**src/rtl/ror_pkg.sv**
```systemverilog
package ror_pkg;
  localparam logic [2:0] AM_ACC  = 3'd0;
  localparam logic [2:0] AM_DP   = 3'd1;
  localparam logic [2:0] AM_ABS  = 3'd2;
  localparam logic [2:0] AM_DPX  = 3'd3;
  localparam logic [2:0] AM_ABSX = 3'd4;

  typedef enum logic [2:0] {
    S_IDLE  = 3'd0,
    S_RD_LO = 3'd1,
    S_RD_HI = 3'd2,
    S_WR_LO = 3'd3,
    S_WR_HI = 3'd4
  } seq_state_e;
endpackage

```
**src/rtl/ror_rotate.sv**
```systemverilog
module ror_rotate #(
  parameter int BYTE_W = 8
) (
  input  logic                  narrow,
  input  logic                  cin,
  input  logic [2*BYTE_W-1:0]   operand,
  input  logic [BYTE_W-1:0]     keep_hi,
  output logic [2*BYTE_W-1:0]   res,
  output logic                  cout,
  output logic                  zero,
  output logic                  neg
);
  localparam int WORD_W = 2 * BYTE_W;

  logic [BYTE_W-1:0] short_res;
  logic [WORD_W-1:0] long_res;

  always_comb begin
    short_res = {cin, operand[BYTE_W-1:1]};
    long_res  = {cin, operand[WORD_W-1:1]};
    cout      = operand[0];
    if (narrow) begin
      res  = {keep_hi, short_res};
      zero = (short_res == '0);
      neg  = short_res[BYTE_W-1];
    end else begin
      res  = long_res;
      zero = (long_res == '0);
      neg  = long_res[WORD_W-1];
    end
  end
endmodule

```
**src/rtl/ror_penalty.sv**
```systemverilog
module ror_penalty
  import ror_pkg::*;
#(
  parameter int BYTE_W = 8,
  parameter int CYC_W  = 4
) (
  input  logic              narrow,
  input  logic [2:0]        am,
  input  logic [BYTE_W-1:0] dp_low,
  input  logic              page_cross,
  output logic [CYC_W-1:0]  base,
  output logic [CYC_W-1:0]  extra
);
  logic dp_mode;

  always_comb begin
    dp_mode = (am == AM_DP) || (am == AM_DPX);
    case (am)
      AM_ACC:  base = CYC_W'(2);
      AM_DP:   base = CYC_W'(5);
      AM_DPX:  base = CYC_W'(6);
      AM_ABSX: base = CYC_W'(7);
      default: base = CYC_W'(6);
    endcase
    extra = '0;
    if (am != AM_ACC) begin
      if (!narrow)                       extra = CYC_W'(2);
      if (dp_mode && (dp_low != '0))     extra = extra + CYC_W'(1);
      if ((am == AM_ABSX) && page_cross) extra = extra + CYC_W'(1);
    end
  end
endmodule

```
**src/rtl/ror_seq.sv**
```systemverilog
module ror_seq
  import ror_pkg::*;
#(
  parameter int ADDR_W = 24,
  parameter int BYTE_W = 8,
  parameter int CYC_W  = 4
) (
  input  logic                clk,
  input  logic                rst,
  input  logic                start,
  input  logic                narrow,
  input  logic [2:0]          am,
  input  logic [ADDR_W-1:0]   eff_addr,
  input  logic                carry_in,
  input  logic [2*BYTE_W-1:0] acc_in,
  input  logic [CYC_W-1:0]    pen_base,
  input  logic [CYC_W-1:0]    pen_extra,
  // rotate datapath
  output logic                rot_narrow,
  output logic                rot_cin,
  output logic [2*BYTE_W-1:0] rot_op,
  output logic [BYTE_W-1:0]   rot_keep,
  input  logic [2*BYTE_W-1:0] rot_res,
  input  logic                rot_cout,
  input  logic                rot_zero,
  input  logic                rot_neg,
  // byte bus
  output logic [ADDR_W-1:0]   bus_addr,
  output logic                bus_rd,
  output logic                bus_wr,
  output logic [BYTE_W-1:0]   bus_wdata,
  input  logic [BYTE_W-1:0]   bus_rdata,
  input  logic                bus_ready,
  // results
  output logic                busy,
  output logic                done,
  output logic                acc_upd,
  output logic [2*BYTE_W-1:0] result,
  output logic                carry_out,
  output logic                zero_out,
  output logic                neg_out,
  output logic [CYC_W-1:0]    base_cyc,
  output logic [CYC_W-1:0]    extra_cyc
);
  localparam int WORD_W = 2 * BYTE_W;

  seq_state_e        st;
  logic              n_lat;
  logic              c_lat;
  logic [ADDR_W-1:0] a_lat;
  logic [BYTE_W-1:0] op_lo;
  logic [ADDR_W-1:0] a_next;

  assign busy   = (st != S_IDLE);
  assign a_next = a_lat + ADDR_W'(1);

  always_comb begin
    if (st == S_IDLE) begin
      rot_op     = acc_in;
      rot_cin    = carry_in;
      rot_narrow = narrow;
      rot_keep   = acc_in[WORD_W-1:BYTE_W];
    end else begin
      rot_cin    = c_lat;
      rot_narrow = n_lat;
      rot_keep   = '0;
      if (st == S_RD_HI) rot_op = {bus_rdata, op_lo};
      else               rot_op = {{BYTE_W{1'b0}}, bus_rdata};
    end
  end

  always_ff @(posedge clk) begin
    if (rst) begin
      st        <= S_IDLE;
      n_lat     <= 1'b0;
      c_lat     <= 1'b0;
      a_lat     <= '0;
      op_lo     <= '0;
      bus_addr  <= '0;
      bus_rd    <= 1'b0;
      bus_wr    <= 1'b0;
      bus_wdata <= '0;
      done      <= 1'b0;
      acc_upd   <= 1'b0;
      result    <= '0;
      carry_out <= 1'b0;
      zero_out  <= 1'b0;
      neg_out   <= 1'b0;
      base_cyc  <= '0;
      extra_cyc <= '0;
    end else begin
      done    <= 1'b0;
      acc_upd <= 1'b0;
      case (st)
        S_IDLE: begin
          if (start) begin
            n_lat     <= narrow;
            c_lat     <= carry_in;
            base_cyc  <= pen_base;
            extra_cyc <= pen_extra;
            if (am == AM_ACC) begin
              result    <= rot_res;
              carry_out <= rot_cout;
              zero_out  <= rot_zero;
              neg_out   <= rot_neg;
              done      <= 1'b1;
              acc_upd   <= 1'b1;
            end else begin
              a_lat    <= eff_addr;
              bus_addr <= eff_addr;
              bus_rd   <= 1'b1;
              st       <= S_RD_LO;
            end
          end
        end
        S_RD_LO: begin
          if (bus_ready) begin
            if (n_lat) begin
              bus_rd    <= 1'b0;
              result    <= rot_res;
              carry_out <= rot_cout;
              zero_out  <= rot_zero;
              neg_out   <= rot_neg;
              bus_wr    <= 1'b1;
              bus_wdata <= rot_res[BYTE_W-1:0];
              bus_addr  <= a_lat;
              st        <= S_WR_LO;
            end else begin
              op_lo    <= bus_rdata;
              bus_addr <= a_next;
              st       <= S_RD_HI;
            end
          end
        end
        S_RD_HI: begin
          if (bus_ready) begin
            bus_rd    <= 1'b0;
            result    <= rot_res;
            carry_out <= rot_cout;
            zero_out  <= rot_zero;
            neg_out   <= rot_neg;
            bus_wr    <= 1'b1;
            bus_wdata <= rot_res[BYTE_W-1:0];
            bus_addr  <= a_lat;
            st        <= S_WR_LO;
          end
        end
        S_WR_LO: begin
          if (bus_ready) begin
            if (n_lat) begin
              bus_wr <= 1'b0;
              done   <= 1'b1;
              st     <= S_IDLE;
            end else begin
              bus_wdata <= result[WORD_W-1:BYTE_W];
              bus_addr  <= a_next;
              st        <= S_WR_HI;
            end
          end
        end
        S_WR_HI: begin
          if (bus_ready) begin
            bus_wr <= 1'b0;
            done   <= 1'b1;
            st     <= S_IDLE;
          end
        end
        default: st <= S_IDLE;
      endcase
    end
  end
endmodule

```
**src/rtl/ror_rmw_unit.sv**
```systemverilog
module ror_rmw_unit #(
  parameter int ADDR_W = 24,
  parameter int BYTE_W = 8,
  parameter int CYC_W  = 4
) (
  input  logic                clk,
  input  logic                rst,
  input  logic                start,
  input  logic                narrow,
  input  logic [2:0]          am,
  input  logic [ADDR_W-1:0]   eff_addr,
  input  logic                carry_in,
  input  logic [2*BYTE_W-1:0] acc_in,
  input  logic [BYTE_W-1:0]   dp_low,
  input  logic                page_cross,
  output logic [ADDR_W-1:0]   bus_addr,
  output logic                bus_rd,
  output logic                bus_wr,
  output logic [BYTE_W-1:0]   bus_wdata,
  input  logic [BYTE_W-1:0]   bus_rdata,
  input  logic                bus_ready,
  output logic                busy,
  output logic                done,
  output logic                acc_upd,
  output logic [2*BYTE_W-1:0] result,
  output logic                carry_out,
  output logic                zero_out,
  output logic                neg_out,
  output logic [CYC_W-1:0]    base_cyc,
  output logic [CYC_W-1:0]    extra_cyc
);
  localparam int WORD_W = 2 * BYTE_W;

  logic              rot_narrow;
  logic              rot_cin;
  logic [WORD_W-1:0] rot_op;
  logic [BYTE_W-1:0] rot_keep;
  logic [WORD_W-1:0] rot_res;
  logic              rot_cout;
  logic              rot_zero;
  logic              rot_neg;
  logic [CYC_W-1:0]  pen_base;
  logic [CYC_W-1:0]  pen_extra;

  ror_rotate #(.BYTE_W(BYTE_W)) u_rot (
    .narrow  (rot_narrow),
    .cin     (rot_cin),
    .operand (rot_op),
    .keep_hi (rot_keep),
    .res     (rot_res),
    .cout    (rot_cout),
    .zero    (rot_zero),
    .neg     (rot_neg)
  );

  ror_penalty #(.BYTE_W(BYTE_W), .CYC_W(CYC_W)) u_pen (
    .narrow     (narrow),
    .am         (am),
    .dp_low     (dp_low),
    .page_cross (page_cross),
    .base       (pen_base),
    .extra      (pen_extra)
  );

  ror_seq #(.ADDR_W(ADDR_W), .BYTE_W(BYTE_W), .CYC_W(CYC_W)) u_seq (
    .clk        (clk),
    .rst        (rst),
    .start      (start),
    .narrow     (narrow),
    .am         (am),
    .eff_addr   (eff_addr),
    .carry_in   (carry_in),
    .acc_in     (acc_in),
    .pen_base   (pen_base),
    .pen_extra  (pen_extra),
    .rot_narrow (rot_narrow),
    .rot_cin    (rot_cin),
    .rot_op     (rot_op),
    .rot_keep   (rot_keep),
    .rot_res    (rot_res),
    .rot_cout   (rot_cout),
    .rot_zero   (rot_zero),
    .rot_neg    (rot_neg),
    .bus_addr   (bus_addr),
    .bus_rd     (bus_rd),
    .bus_wr     (bus_wr),
    .bus_wdata  (bus_wdata),
    .bus_rdata  (bus_rdata),
    .bus_ready  (bus_ready),
    .busy       (busy),
    .done       (done),
    .acc_upd    (acc_upd),
    .result     (result),
    .carry_out  (carry_out),
    .zero_out   (zero_out),
    .neg_out    (neg_out),
    .base_cyc   (base_cyc),
    .extra_cyc  (extra_cyc)
  );
endmodule

```
**config.mk**
```make
export PLATFORM = sky130hd
export DESIGN_NAME = ror_rmw_unit
export DESIGN_NICKNAME = d
export VERILOG_FILES = /design/src/rtl/ror_pkg.sv /design/src/rtl/ror_rotate.sv /design/src/rtl/ror_penalty.sv /design/src/rtl/ror_seq.sv /design/src/rtl/ror_rmw_unit.sv
export SDC_FILE = /design/constraint.sdc
export NUM_CORES = 1
export LEC_CHECK = 0
export CAP_MARGIN = 20
export CELL_PAD_IN_SITES_DETAIL_PLACEMENT = 0
export CELL_PAD_IN_SITES_GLOBAL_PLACEMENT = 1
export CORE_MARGIN = 2
export CORE_UTILIZATION = 47
export CTS_CLUSTER_DIAMETER = 150
export DETAILED_ROUTE_END_ITERATION = 7
export DONT_BUFFER_PORTS = 1
export GPL_TIMING_DRIVEN = 0
export PLACE_DENSITY = 0.78
export SLEW_MARGIN = 20
export SYNTH_ARGS = -nofsm -noshare
export SYNTH_HDL_FRONTEND = slang
export SYNTH_HIERARCHICAL = 1
export SYNTH_SLANG_ARGS = --single-unit
```
**constraint.sdc**
```tcl
create_clock -name clk -period 2.7 [get_ports clk]
set_input_delay 0.54 -clock clk [delete_from_list [all_inputs] [get_ports clk]]
set_output_delay 0.54 -clock clk [all_outputs]
set_load 0.02 [all_outputs]
```
== Word-level counts from Yosys, hierarchy flattened ==
Index checks and enable logic that the tools add are counted.
Storage, ports and cells
  flip-flop bits (word level): 100
  input bits: 66
  output and inout port bits: 64
  word-level logic and storage cells: 141
Cells by class
  reductions and logical operators: 24
  equal/unequal tests: 17
  bitwise logic cells: 3
  mux-type cells: 77
  $add $sub $neg: 3
Operator list (number)
  2-to-1 mux 24 bit: 7
  2-to-1 mux 16 bit: 8
  case mux 24 bit (4 select lines): 1
  2-to-1 mux 8 bit: 6
  case mux 16 bit (3 select lines): 1
  2-to-1 mux 1 bit: 32
  adder 24 x 1 -> 24 bit, second input constant: 1
  case mux 8 bit (3 select lines): 1
  AND reduction 6 bit: 4
  2-to-1 mux 3 bit: 7
  2-to-1 mux 4 bit: 5
  logical NOT 16 bit: 1
  != test 2 bit, second input constant: 8
  case mux 1 bit (3 select lines): 5
  case mux 3 bit (5 select lines): 1
  AND reduction 7 bit: 2
  nonzero test 3 bit: 4
  == test 3 x 2 -> 1 bit, second input constant: 3
  case mux 3 bit (3 select lines): 1
  adder 4 x 1 -> 4 bit, second input constant: 2
  logical NOT 8 bit: 1
  nonzero test 4 bit: 2
  nonzero test 8 bit: 1
  == test 3 x 1 -> 1 bit, second input constant: 2
  other kinds (11): 18

== Logic depth before layout (Yosys ltp) ==
Gate-level depths: netlist (run 1).
  depth in word-level cells: 8
  gate-level depth with buffers: 11
  gate-level depth less buffers: 8

== Modules after synthesis ==
The synthesis (run 1) kept the hierarchy.
By module, submodules not included
  ror_seq: instances 1, seq. area each 2001.9 um^2, area an instance 5041.1 um^2, cells each 609
  ror_rotate: instances 1, seq. area each 0.0 um^2, area an instance 256.5 um^2, cells each 26
  ror_penalty: instances 1, seq. area each 0.0 um^2, area an instance 131.4 um^2, cells each 20

== Least setup slack after synthesis (run 1) ==
Ideal clock, no wire load.
  path type: input to register
  start point: in am[1]
  end point: reg u_seq.carry_out
  cell stages on the path: 7
  path slack: 0.552 ns
  arrival time: 2.020 ns
  path buffers: 1
  setup time: 0.128 ns
  data required time: 2.572 ns
  cells stage by stage: or3_1 o31a_1 o22a_1 nor2_8 buf_6 mux2i_1 nor2_1
Between the ends
  longest elaborated chain between the ends: 3
RTL lines
  start, declared: line ror_rmw_unit.sv:10  | input logic [2:0] am,
  logical NOT 3 bit: line ror_seq.sv:101  | if (am == AM_ACC) begin
  != test 2 bit (no line)
  AND reduction 6 bit (no line)
  end signal, assigned: line ror_seq.sv:103  | carry_out <= rot_cout;
  end signal, assigned: line ror_seq.sv:121  | carry_out <= rot_cout;
  end signal, assigned: line ror_seq.sv:139  | carry_out <= rot_cout;
  end, declared: line ror_seq.sv:39  | output logic carry_out,
Every way passes these cells.
A chain may end at the register's enable or synchronous reset.

== Final worst setup path (run 1) ==
  start point: reg u_seq.st[0]
  end point: reg u_seq.bus_wdata[7]
Between the ends
  elaborated cells between the ends (all ways): 20
RTL lines
  start, declared: line ror_seq.sv:47  | seq_state_e st;
  start signal, assigned: line ror_seq.sv:74  | st <= S_IDLE;
  start signal, assigned: line ror_seq.sv:112  | st <= S_RD_LO;
  start signal, assigned: line ror_seq.sv:127  | st <= S_WR_LO;
  logical NOT 3 bit *: line ror_seq.sv:58  | if (st == S_IDLE) begin
  2-to-1 mux 1 bit *: line ror_seq.sv:58
  named net rot_narrow: line ror_rmw_unit.sv:34  | logic rot_narrow;
  2-to-1 mux 16 bit *: line ror_rotate.sv:22  | if (narrow) begin
  named net rot_res[7]: line ror_rmw_unit.sv:38  | logic [WORD_W-1:0] rot_res;
  2-to-1 mux 8 bit: line ror_seq.sv:118  | if (n_lat) begin
  2-to-1 mux 8 bit: line ror_seq.sv:117  | if (bus_ready) begin
  case mux 8 bit (3 select lines) *: line ror_seq.sv:94  | case (st)
  end signal, assigned: line ror_seq.sv:125  | bus_wdata <= rot_res[BYTE_W-1:0];
  end signal, assigned: line ror_seq.sv:143  | bus_wdata <= rot_res[BYTE_W-1:0];
  end signal, assigned: line ror_seq.sv:155  | bus_wdata <= result[WORD_W-1:BYTE_W];
  end, declared: line ror_seq.sv:31  | output logic [BYTE_W-1:0] bus_wdata,
The timed path passes the listed nets; every way through them passes the cells marked *. The select of a mux whose other input is x is not followed.

==> results of run 1 <==
final cells by class:
class	count	area [sq um]
plain buffers	54	337
clock buffers	9	225
clock inverters	7	91.3
fillers	1113	5390
inverters	11	41.3
multi-input cells	491	3050
flip-flops and latches	100	2000
well taps	143	179
final timing paths:
kind,endpoint,depth (start not counted),slack (ns)
max,u_seq/bus_wdata[7],8,0.21
min,u_seq/a_lat[17],2,0.31
max reg2reg,u_seq/bus_wdata[7],8,0.21
min reg2reg,u_seq/c_lat,2,0.46
cell families (layout without fill, tap and decap cells):
group	count (synthesis)	in the layout	synth area share [%]
AO/OA/AOI/OAI	158	158	18.8
multiplexers	54	54	10.7
other	1	2	0.0691
adder cells (fa/ha/maj)	2	2	0.461
buffers and inverters	65	81	6.96
flip-flops	100	100	36.9
AND/OR/NAND/NOR	265	265	24.6
XOR/XNOR	10	10	1.61
metal layers:
layer / track usage (%) / vias to the layer above / part of all wire [%]
met5: 0 / - / 0
met1: 31.3 / 2242 / 42
li1: - / 2347 / -
met2: 44.5 / 161 / 49
met4: 11.3 / 0 / 2.8
met3: 6.15 / 27 / 6.8
flip-flops by register name, indices dropped and copies added (netlist names):
name,flops
u_seq/zero_out,1
u_seq/result,16
u_seq/n_lat,1
u_seq/extra_cyc,4
u_seq/st,3
u_seq/a_lat,24
u_seq/neg_out,1
u_seq/bus_wdata,8
u_seq/bus_addr,24
u_seq/op_lo,8
u_seq/base_cyc,4
u_seq/carry_out,1
u_seq/acc_upd,1
u_seq/bus_rd,1
u_seq/bus_wr,1
u_seq/c_lat,1
u_seq/done,1
layout by cell type, fill, tap and decap left out, drive strengths merged, types with 3 or more instances in the layout:
cell type  Yosys  layout
xnor2          8       8
buf           28      28
nand2b         4       4
a221o          4       4
mux2          11      11
and3           4       4
mux2i         43      43
a211oi        19      19
clkbuf        25      34
nand3         10      10
nand2        104     104
nor3          16      16
dfxtp        100     100
a221oi         3       3
and2          11      11
a21oi         57      57
a311oi         8       8
a21o           9       9
clkinv         0       4
or4            3       3
nand4b         3       3
nor2          78      78
inv           11      11
nor4          11      11
nand4          7       7
a31oi          7       7
o21ai         29      29
or3            5       5
where the power goes:
part	switching [mW]	internal, mW
Sequential	0.219	1.61
Clock	0.595	0.809
Combinational	0.534	0.362
==> results.toml, run 1 <==
[floorplan]
die-height_um = 111
initial_utilization_pct = 48.0
num_rows = 39
floorplan.die_area_sq_mm = 0.0124
core_area_sq_mm = 0.0113
io-pin-count = 130
die-width_um = 111

[setup_path]
critical_path_peak_fanout = 10
setup.worst_path.start_class = "register"
crit_arrival_ns = 2.70
cp_slowest_cell = "sky130_fd_sc_hd__mux2_2"
critical_path_class = "register to register"
critPathMaxStageDelay_ns = 0.39
launch_point_of_the_worst_reg_to_reg_path = "u_seq/st[0]"
cp_num_buf_inv = 3
critical_path_required_ns = 2.91
worst_setup_path_startpoint = "u_seq/st[0]"
chain_of_cells_forming_the_critical_path = "buf_2 > nor3_1 > clkbuf_1 > mux2_2 > buf_6 > mux2_4 > mux2i_1 > a211oi_1"
kind_of_end_point_of_the_critical_path = "register"
timing.critical_path.max_delay_family = "multiplexers"

[global_routing]
track_usage_pct = 26.0
first_global_vias = 4666
largest_net_degree_at_the_start_of_global_routing = 17
wire_length_of_the_first_global_routing_pass_um = 25400
antenna_found_initial = 0
grt_remaining_overflow = 0

[clocking]
clk_pin_slew_ns = 0.07
cts-root-to-sink-buffers = 2
post_cts_setup_bufs = 0
htree_levels = 3
clk_root_buffer_cell = "sky130_fd_sc_hd__clkbuf_16"
number_of_buffers_inserted_for_hold_repair_after_clock_tree_synthesis = 0
clkLatencyLatePin_ns = 0.35
cts_buffers = 9
resized_cells_post_cts = 0
tritoncts_sinks = 100
cts_tree = "done"

[placement]
detailedPlacementHpwl_um = 11800
dpl_cell_area_sq_mm = 0.00561
globalplace.congestion = 0.921
dp_worst_setup_slack_ns = 0.210
buffer_ports.inserted = 0
post-place-cells = 799

[timing]
timing.final.crit_share_pct = 92.1
clock.fmax_ghz = 0.402
setup_ws_ns = 0.212
hold_violations_final = 0
timing.final.setup_violations = 0
final-max-slew-violation-count = 0
timing.setup.tns_ns = 0
timing.final.crit_period_ns = 2.49
worst_case_clock_skew_ns = 0.00544
rsz0062_at_grt = "no"
hold_ws_ns = 0.313
tightest_slew_ns = 1.03
maxSlewHeadroom_pct = 31.5

[synthesis]
postSynthCellCount = 655
synth_commonest_cells = "sky130_fd_sc_hd__nand2_1, sky130_fd_sc_hd__dfxtp_1, sky130_fd_sc_hd__nor2_1"
post-synth-top-count-cell = "sky130_fd_sc_hd__nand2_1"
syn-mean-instance-area_sq_um = 8.29
syn_area_sq_mm = 0.00543
ys_seq_area_share_pct = 36.9
yosysTopAreaCellShare_pct = 36.9
synth.yosys.warnings = 6
synthDistinctLibCells = 70
ys_top_cells_by_area = "sky130_fd_sc_hd__dfxtp_1, sky130_fd_sc_hd__mux2i_1, sky130_fd_sc_hd__nand2_1"
ys_ff_latch = 100
synth_area_leader_cell = "sky130_fd_sc_hd__dfxtp_1"
post_synth_edffs = 0
ys_async_sr_fraction_pct = 0
synth_flop_cell = "sky130_fd_sc_hd__dfxtp_1"

[drt]
detail-route-antenna-nets = 0
initialDrtViolationCount = 302
first_pass_iters = 5
vias_per_cell = 5.86
dr_total_vias = 4777
route.detailed.wl_per_inst_um = 19.6
drc = 0
finalWirelength_um = 16000

[worst_hold_path]
class_of_the_worst_hold_path = "input port to register"
min_from = "eff_addr[17]"

[power]
report.power.total_mw = 4.13
p_leak_nw = 2.17
total_power_density_per_cell_area_mw_per_mm2 = 696
power.ir.vdd_worst_mv = 0.412

[finish]
post_synthesis_to_final_layout_area_growth_pct = 9.20
postLayoutCoreUtil_pct = 52.4
fin_nets = 735
ant_cells = 0
final_area_sq_mm = 0.00593
drive_gt1_share_pct = 11.5
post_layout_nonfiller_instances = 815

[run_status]
outcome = "complete, no violations"

[run]
max-cap-violations = 0
(Power assumes the default switching activity.)
==> run 2: changes to the inputs <==
- CORE_ASPECT_RATIO: unset -> 0.6
==> run 2 against run 1 <==
- power fell by 1.5%
- design area fell by 0.27%
- utilization rose by 0.13 points
- clock skew rose by 0.0054 ns
- worst setup slack got worse by 0.072 ns
- critical path type unchanged
- critical endpoint is now u_seq/bus_addr[22]
==> results.toml, run 2 (synthesis results as in run 1) <==
[run_status]
outcome = "complete, no violations"

[floorplan]
core_area_sq_mm = 0.0113
initial_utilization_pct = 48.2
die-width_um = 143
io-pin-count = 130
die-height_um = 87.3
num_rows = 30
floorplan.die_area_sq_mm = 0.0125

[drt]
dr_total_vias = 4878
vias_per_cell = 5.98
detail-route-antenna-nets = 0
drc = 0
first_pass_iters = 5
finalWirelength_um = 16800
initialDrtViolationCount = 417
route.detailed.wl_per_inst_um = 20.6

[global_routing]
first_global_vias = 4481
largest_net_degree_at_the_start_of_global_routing = 18
wire_length_of_the_first_global_routing_pass_um = 25300
grt_remaining_overflow = 0
track_usage_pct = 26.9
antenna_found_initial = 0

[setup_path]
worst_setup_path_startpoint = "u_seq/st[1]"
chain_of_cells_forming_the_critical_path = "buf_2 > nor2b_2 > nor2_1 > clkbuf_1 > nand2_1 > nor3b_1 > o21ai_0 > a31oi_1"
critPathMaxStageDelay_ns = 0.57
critical_path_required_ns = 2.99
crit_arrival_ns = 2.85
critical_path_peak_fanout = 10
setup.worst_path.start_class = "register"
kind_of_end_point_of_the_critical_path = "register"
critical_path_class = "register to register"
cp_slowest_cell = "sky130_fd_sc_hd__clkbuf_1"
launch_point_of_the_worst_reg_to_reg_path = "u_seq/st[1]"

[clocking]
post_cts_setup_bufs = 0
resized_cells_post_cts = 0
tritoncts_sinks = 100
cts_buffers = 9
number_of_buffers_inserted_for_hold_repair_after_clock_tree_synthesis = 0
clk_root_buffer_cell = "sky130_fd_sc_hd__clkbuf_16"
cts_tree = "done"
cts-root-to-sink-buffers = 2
htree_levels = 3
clk_pin_slew_ns = 0.07
clkLatencyLatePin_ns = 0.36

[timing]
final-max-slew-violation-count = 0
hold_violations_final = 0
hold_ws_ns = 0.311
clock.fmax_ghz = 0.391
tightest_slew_ns = 1.13
timing.final.crit_period_ns = 2.56
timing.setup.tns_ns = 0
maxSlewHeadroom_pct = 25.0
timing.final.setup_violations = 0
rsz0062_at_grt = "no"
worst_case_clock_skew_ns = 0.0109
timing.final.crit_share_pct = 94.8
setup_ws_ns = 0.140

[finish]
fin_nets = 735
biggest_regs = "u_seq/a_lat (24), u_seq/bus_addr (24), u_seq/result (16)"
ant_cells = 0
layout.filler_cells = 1082
postLayoutCoreUtil_pct = 52.5
final_area_sq_mm = 0.00591
final_common_cell = "sky130_fd_sc_hd__nand2_1"
drive_gt1_share_pct = 11.3
post_layout_nonfiller_instances = 816
layout.cells.most_common_list = "sky130_fd_sc_hd__nand2_1, sky130_fd_sc_hd__dfxtp_1, sky130_fd_sc_hd__nor2_1, sky130_fd_sc_hd__a21oi_1, sky130_fd_sc_hd__mux2i_1"
post_synthesis_to_final_layout_area_growth_pct = 8.90

[power]
total_power_density_per_cell_area_mw_per_mm2 = 688
p_leak_nw = 2.15
report.power.total_mw = 4.07
power.ir.vdd_worst_mv = 0.317

[placement]
buffer_ports.inserted = 0
dpl_cell_area_sq_mm = 0.00561
globalplace.congestion = 0.904
detailedPlacementHpwl_um = 12700
dp_worst_setup_slack_ns = 0.151
post-place-cells = 800

[worst_hold_path]
min_from = "eff_addr[20]"
class_of_the_worst_hold_path = "input port to register"

[run]
max-cap-violations = 0
run 2: changes by cell type in the layout (fill, tap and decap cells not counted), sizes merged:
cell	before	now
clkinv	4	0
clkinvlp	1	3
bufinv	2	1
inv	11	13
clkbuf	34	35
run 2: layer usage:
layer	vias up	track usage [%]	routed length (um)
met4	0	5.40	180
met1	2304	41.3	8460
met2	214	35.9	6450
li1	2343	-	-
met3	17	8.96	1730
met5	-	0	0
run 2: worst max-delay path, delay by kind of cell (launching register included):
family	cells	cell delay [ns]
flops	1	0.33
compound gates	2	0.36
buf+inv	2	0.80
simple gates	4	0.99
run 2: final cells by class:
class	instances	area [sq um]	area share [%]
clock inverters	6	70.1	1.19
inverters	11	41.3	0.698
clock buffers	10	229	3.87
well taps	144	180	3.05
multi-input cells	491	3050	51.6
flip-flops and latches	100	2000	33.9
plain buffers	54	337	5.69
run 2: worst paths after layout:
| kind | to | slack (ns) | cells after the start |
|---|---|---|---|
| worst max-delay path | u_seq/bus_addr[22] | 0.14 | 8 |
| worst max register to register | u_seq/bus_addr[22] | 0.14 | 8 |
| worst min-delay path | u_seq/a_lat[20] | 0.31 | 2 |
| worst min register to register | u_seq/c_lat | 0.46 | 2 |
run 2: where the power goes:
group	switching [mW]	internal (mW)	total, mW
clock	0.592	0.725	1.32
sequential	0.227	1.61	1.83
combinational	0.554	0.362	0.916
==> run 3: changes to the inputs <==
==> constraint.sdc (replaced) <==
create_clock -name clk -period 2.7 [get_ports clk]
set_input_delay 0.135 -clock clk [delete_from_list [all_inputs] [get_ports clk]]
set_output_delay 0.135 -clock clk [all_outputs]
set_load 0.02 [all_outputs]
==> run 3 against run 2 <==
- first-iteration DRC count up 6.0%
- design area up 6.4%
- sequential cell count unchanged
- clock power is essentially flat
- critical endpoint is now u_seq/bus_wdata[7]
- largest cell class unchanged
- highest routed layer unchanged
==> results.toml, run 3 (synthesis results as in run 1) <==
[drt]
vias_per_cell = 5.93
dr_total_vias = 5067
detail-route-antenna-nets = 0
initialDrtViolationCount = 442
route.detailed.wl_per_inst_um = 20.3
first_pass_iters = 5
finalWirelength_um = 17400
drc = 0

[worst_hold_path]
class_of_the_worst_hold_path = "input port to register"

[finish]
final-seq-area_sq_mm = 0.00200
drive_gt1_share_pct = 10.7
post_layout_nonfiller_instances = 854
final_common_cell = "sky130_fd_sc_hd__nand2_1"
post_synthesis_to_final_layout_area_growth_pct = 15.9
final_area_sq_mm = 0.00629
fin_nets = 773
multi_input_area_sq_mm = 0.00305
ant_cells = 0
layout.filler_cells = 1061
layout.cells.most_common_list = "sky130_fd_sc_hd__nand2_1, sky130_fd_sc_hd__dfxtp_1, sky130_fd_sc_hd__nor2_1, sky130_fd_sc_hd__a21oi_1, sky130_fd_sc_hd__mux2i_1"
biggest_regs = "u_seq/a_lat (24), u_seq/bus_addr (24), u_seq/result (16)"

[placement]
dpl_cell_area_sq_mm = 0.00561
post-place-cells = 800
detailedPlacementHpwl_um = 12700
globalplace.congestion = 0.904
buffer_ports.inserted = 0

[timing]
rsz0062_at_grt = "no"
tightest_slew_ns = 1.08
timing.final.crit_period_ns = 2.53
maxSlewHeadroom_pct = 27.7
timing.final.setup_violations = 0
clock.fmax_ghz = 0.395
final-max-slew-violation-count = 0
timing.setup.tns_ns = 0
worst_case_clock_skew_ns = 0.0104
hold_violations_final = 0
timing.final.crit_share_pct = 93.8

[floorplan]
die-height_um = 87.3
initial_utilization_pct = 48.2
floorplan.die_area_sq_mm = 0.0125
num_rows = 30
core_area_sq_mm = 0.0113
io-pin-count = 130
die-width_um = 143

[clocking]
cts_tree = "done"
clk_pin_slew_ns = 0.07
number_of_buffers_inserted_for_hold_repair_after_clock_tree_synthesis = 38
cts_buffers = 9
tritoncts_sinks = 100
cts-root-to-sink-buffers = 2
htree_levels = 3
post_cts_setup_bufs = 0
clkLatencyLatePin_ns = 0.36
clk_root_buffer_cell = "sky130_fd_sc_hd__clkbuf_16"
resized_cells_post_cts = 0

[setup_path]
setup.worst_path.start_class = "register"
critical_path_peak_fanout = 10
kind_of_end_point_of_the_critical_path = "register"
critical_path_required_ns = 2.91
critical_path_class = "register to register"
crit_arrival_ns = 2.74

[global_routing]
wire_length_of_the_first_global_routing_pass_um = 26400
track_usage_pct = 27.9
first_global_vias = 4704
largest_net_degree_at_the_start_of_global_routing = 18
antenna_found_initial = 0
grt_remaining_overflow = 0

[run_status]
outcome = "complete, no violations"

[power]
power.ir.vdd_worst_mv = 0.316
total_power_density_per_cell_area_mw_per_mm2 = 653
p_leak_nw = 2.31

[run]
max-cap-violations = 0
[run 3: cell type report]
type | instances | area share [%]
sequential | 100 | 31.8
clock inverter | 6 | 1.11
clock buffer | 10 | 3.64
multi-input combinational | 491 | 48.5
buffer | 54 | 5.35
timing repair buffer | 38 | 6.04
tap | 144 | 2.86
inverter | 11 | 0.656
[run 3: power by group]
part           leakage [nW]  internal [mW]  switching [mW]
Combinational          1.35          0.399           0.563
Clock                 0.136          0.726           0.592
Sequential            0.818           1.61           0.228
Total                  2.31           2.73            1.38
[run 3: layer usage]
layer / track usage [%] / up-vias / part of all wire, %
met3: 8.63 / 16 / 11
met1: 42.9 / 2385 / 49
met5: 0 / - / 0
met4: 5.85 / 0 / 0.84
met2: 37.6 / 243 / 39
li1: - / 2423 / -
[run 3: per-stage QoR]
| step | util (%) | setup slack (ns) | power [mW] | hold slack [ns] |
|---|---|---|---|---|
| 2_1_floorplan | - | 0.560 | 2.51 | 0.271 |
| 3_3_place_gp | 49.8 | 0.196 | 2.75 | 0.272 |
| 3_5_place_dp | 49.8 | 0.151 | 2.76 | 0.277 |
| 4_1_cts | 55.9 | 0.159 | 4.13 | 0.00118 |
| 5_1_grt | 55.9 | 0.0134 | 4.30 | 0.0120 |
| 6_report | 55.9 | 0.166 | 4.11 | 0.0157 |
[run 3: worst max-delay path, stage by stage (launching register included)]
cell,delay (ns)
sky130_fd_sc_hd__dfxtp_1,0.35
sky130_fd_sc_hd__buf_2,0.21
sky130_fd_sc_hd__nor3_1,0.34
sky130_fd_sc_hd__clkbuf_1,0.37
sky130_fd_sc_hd__mux2_2,0.40
sky130_fd_sc_hd__buf_6,0.16
sky130_fd_sc_hd__mux2_4,0.31
sky130_fd_sc_hd__mux2i_1,0.16
sky130_fd_sc_hd__a211oi_1,0.09
[run 3: final timing paths]
| path | start | to | slack [ns] | depth (start not counted) |
|---|---|---|---|---|
| setup / recovery | u_seq/st[0] | u_seq/bus_wdata[7] | 0.17 | 8 |
| hold / removal | eff_addr[16] | u_seq/bus_addr[16] | 0.02 | 2 |
| setup reg to reg | u_seq/st[0] | u_seq/bus_wdata[7] | 0.17 | 8 |
| hold reg to reg | u_seq/c_lat | u_seq/c_lat | 0.46 | 2 |
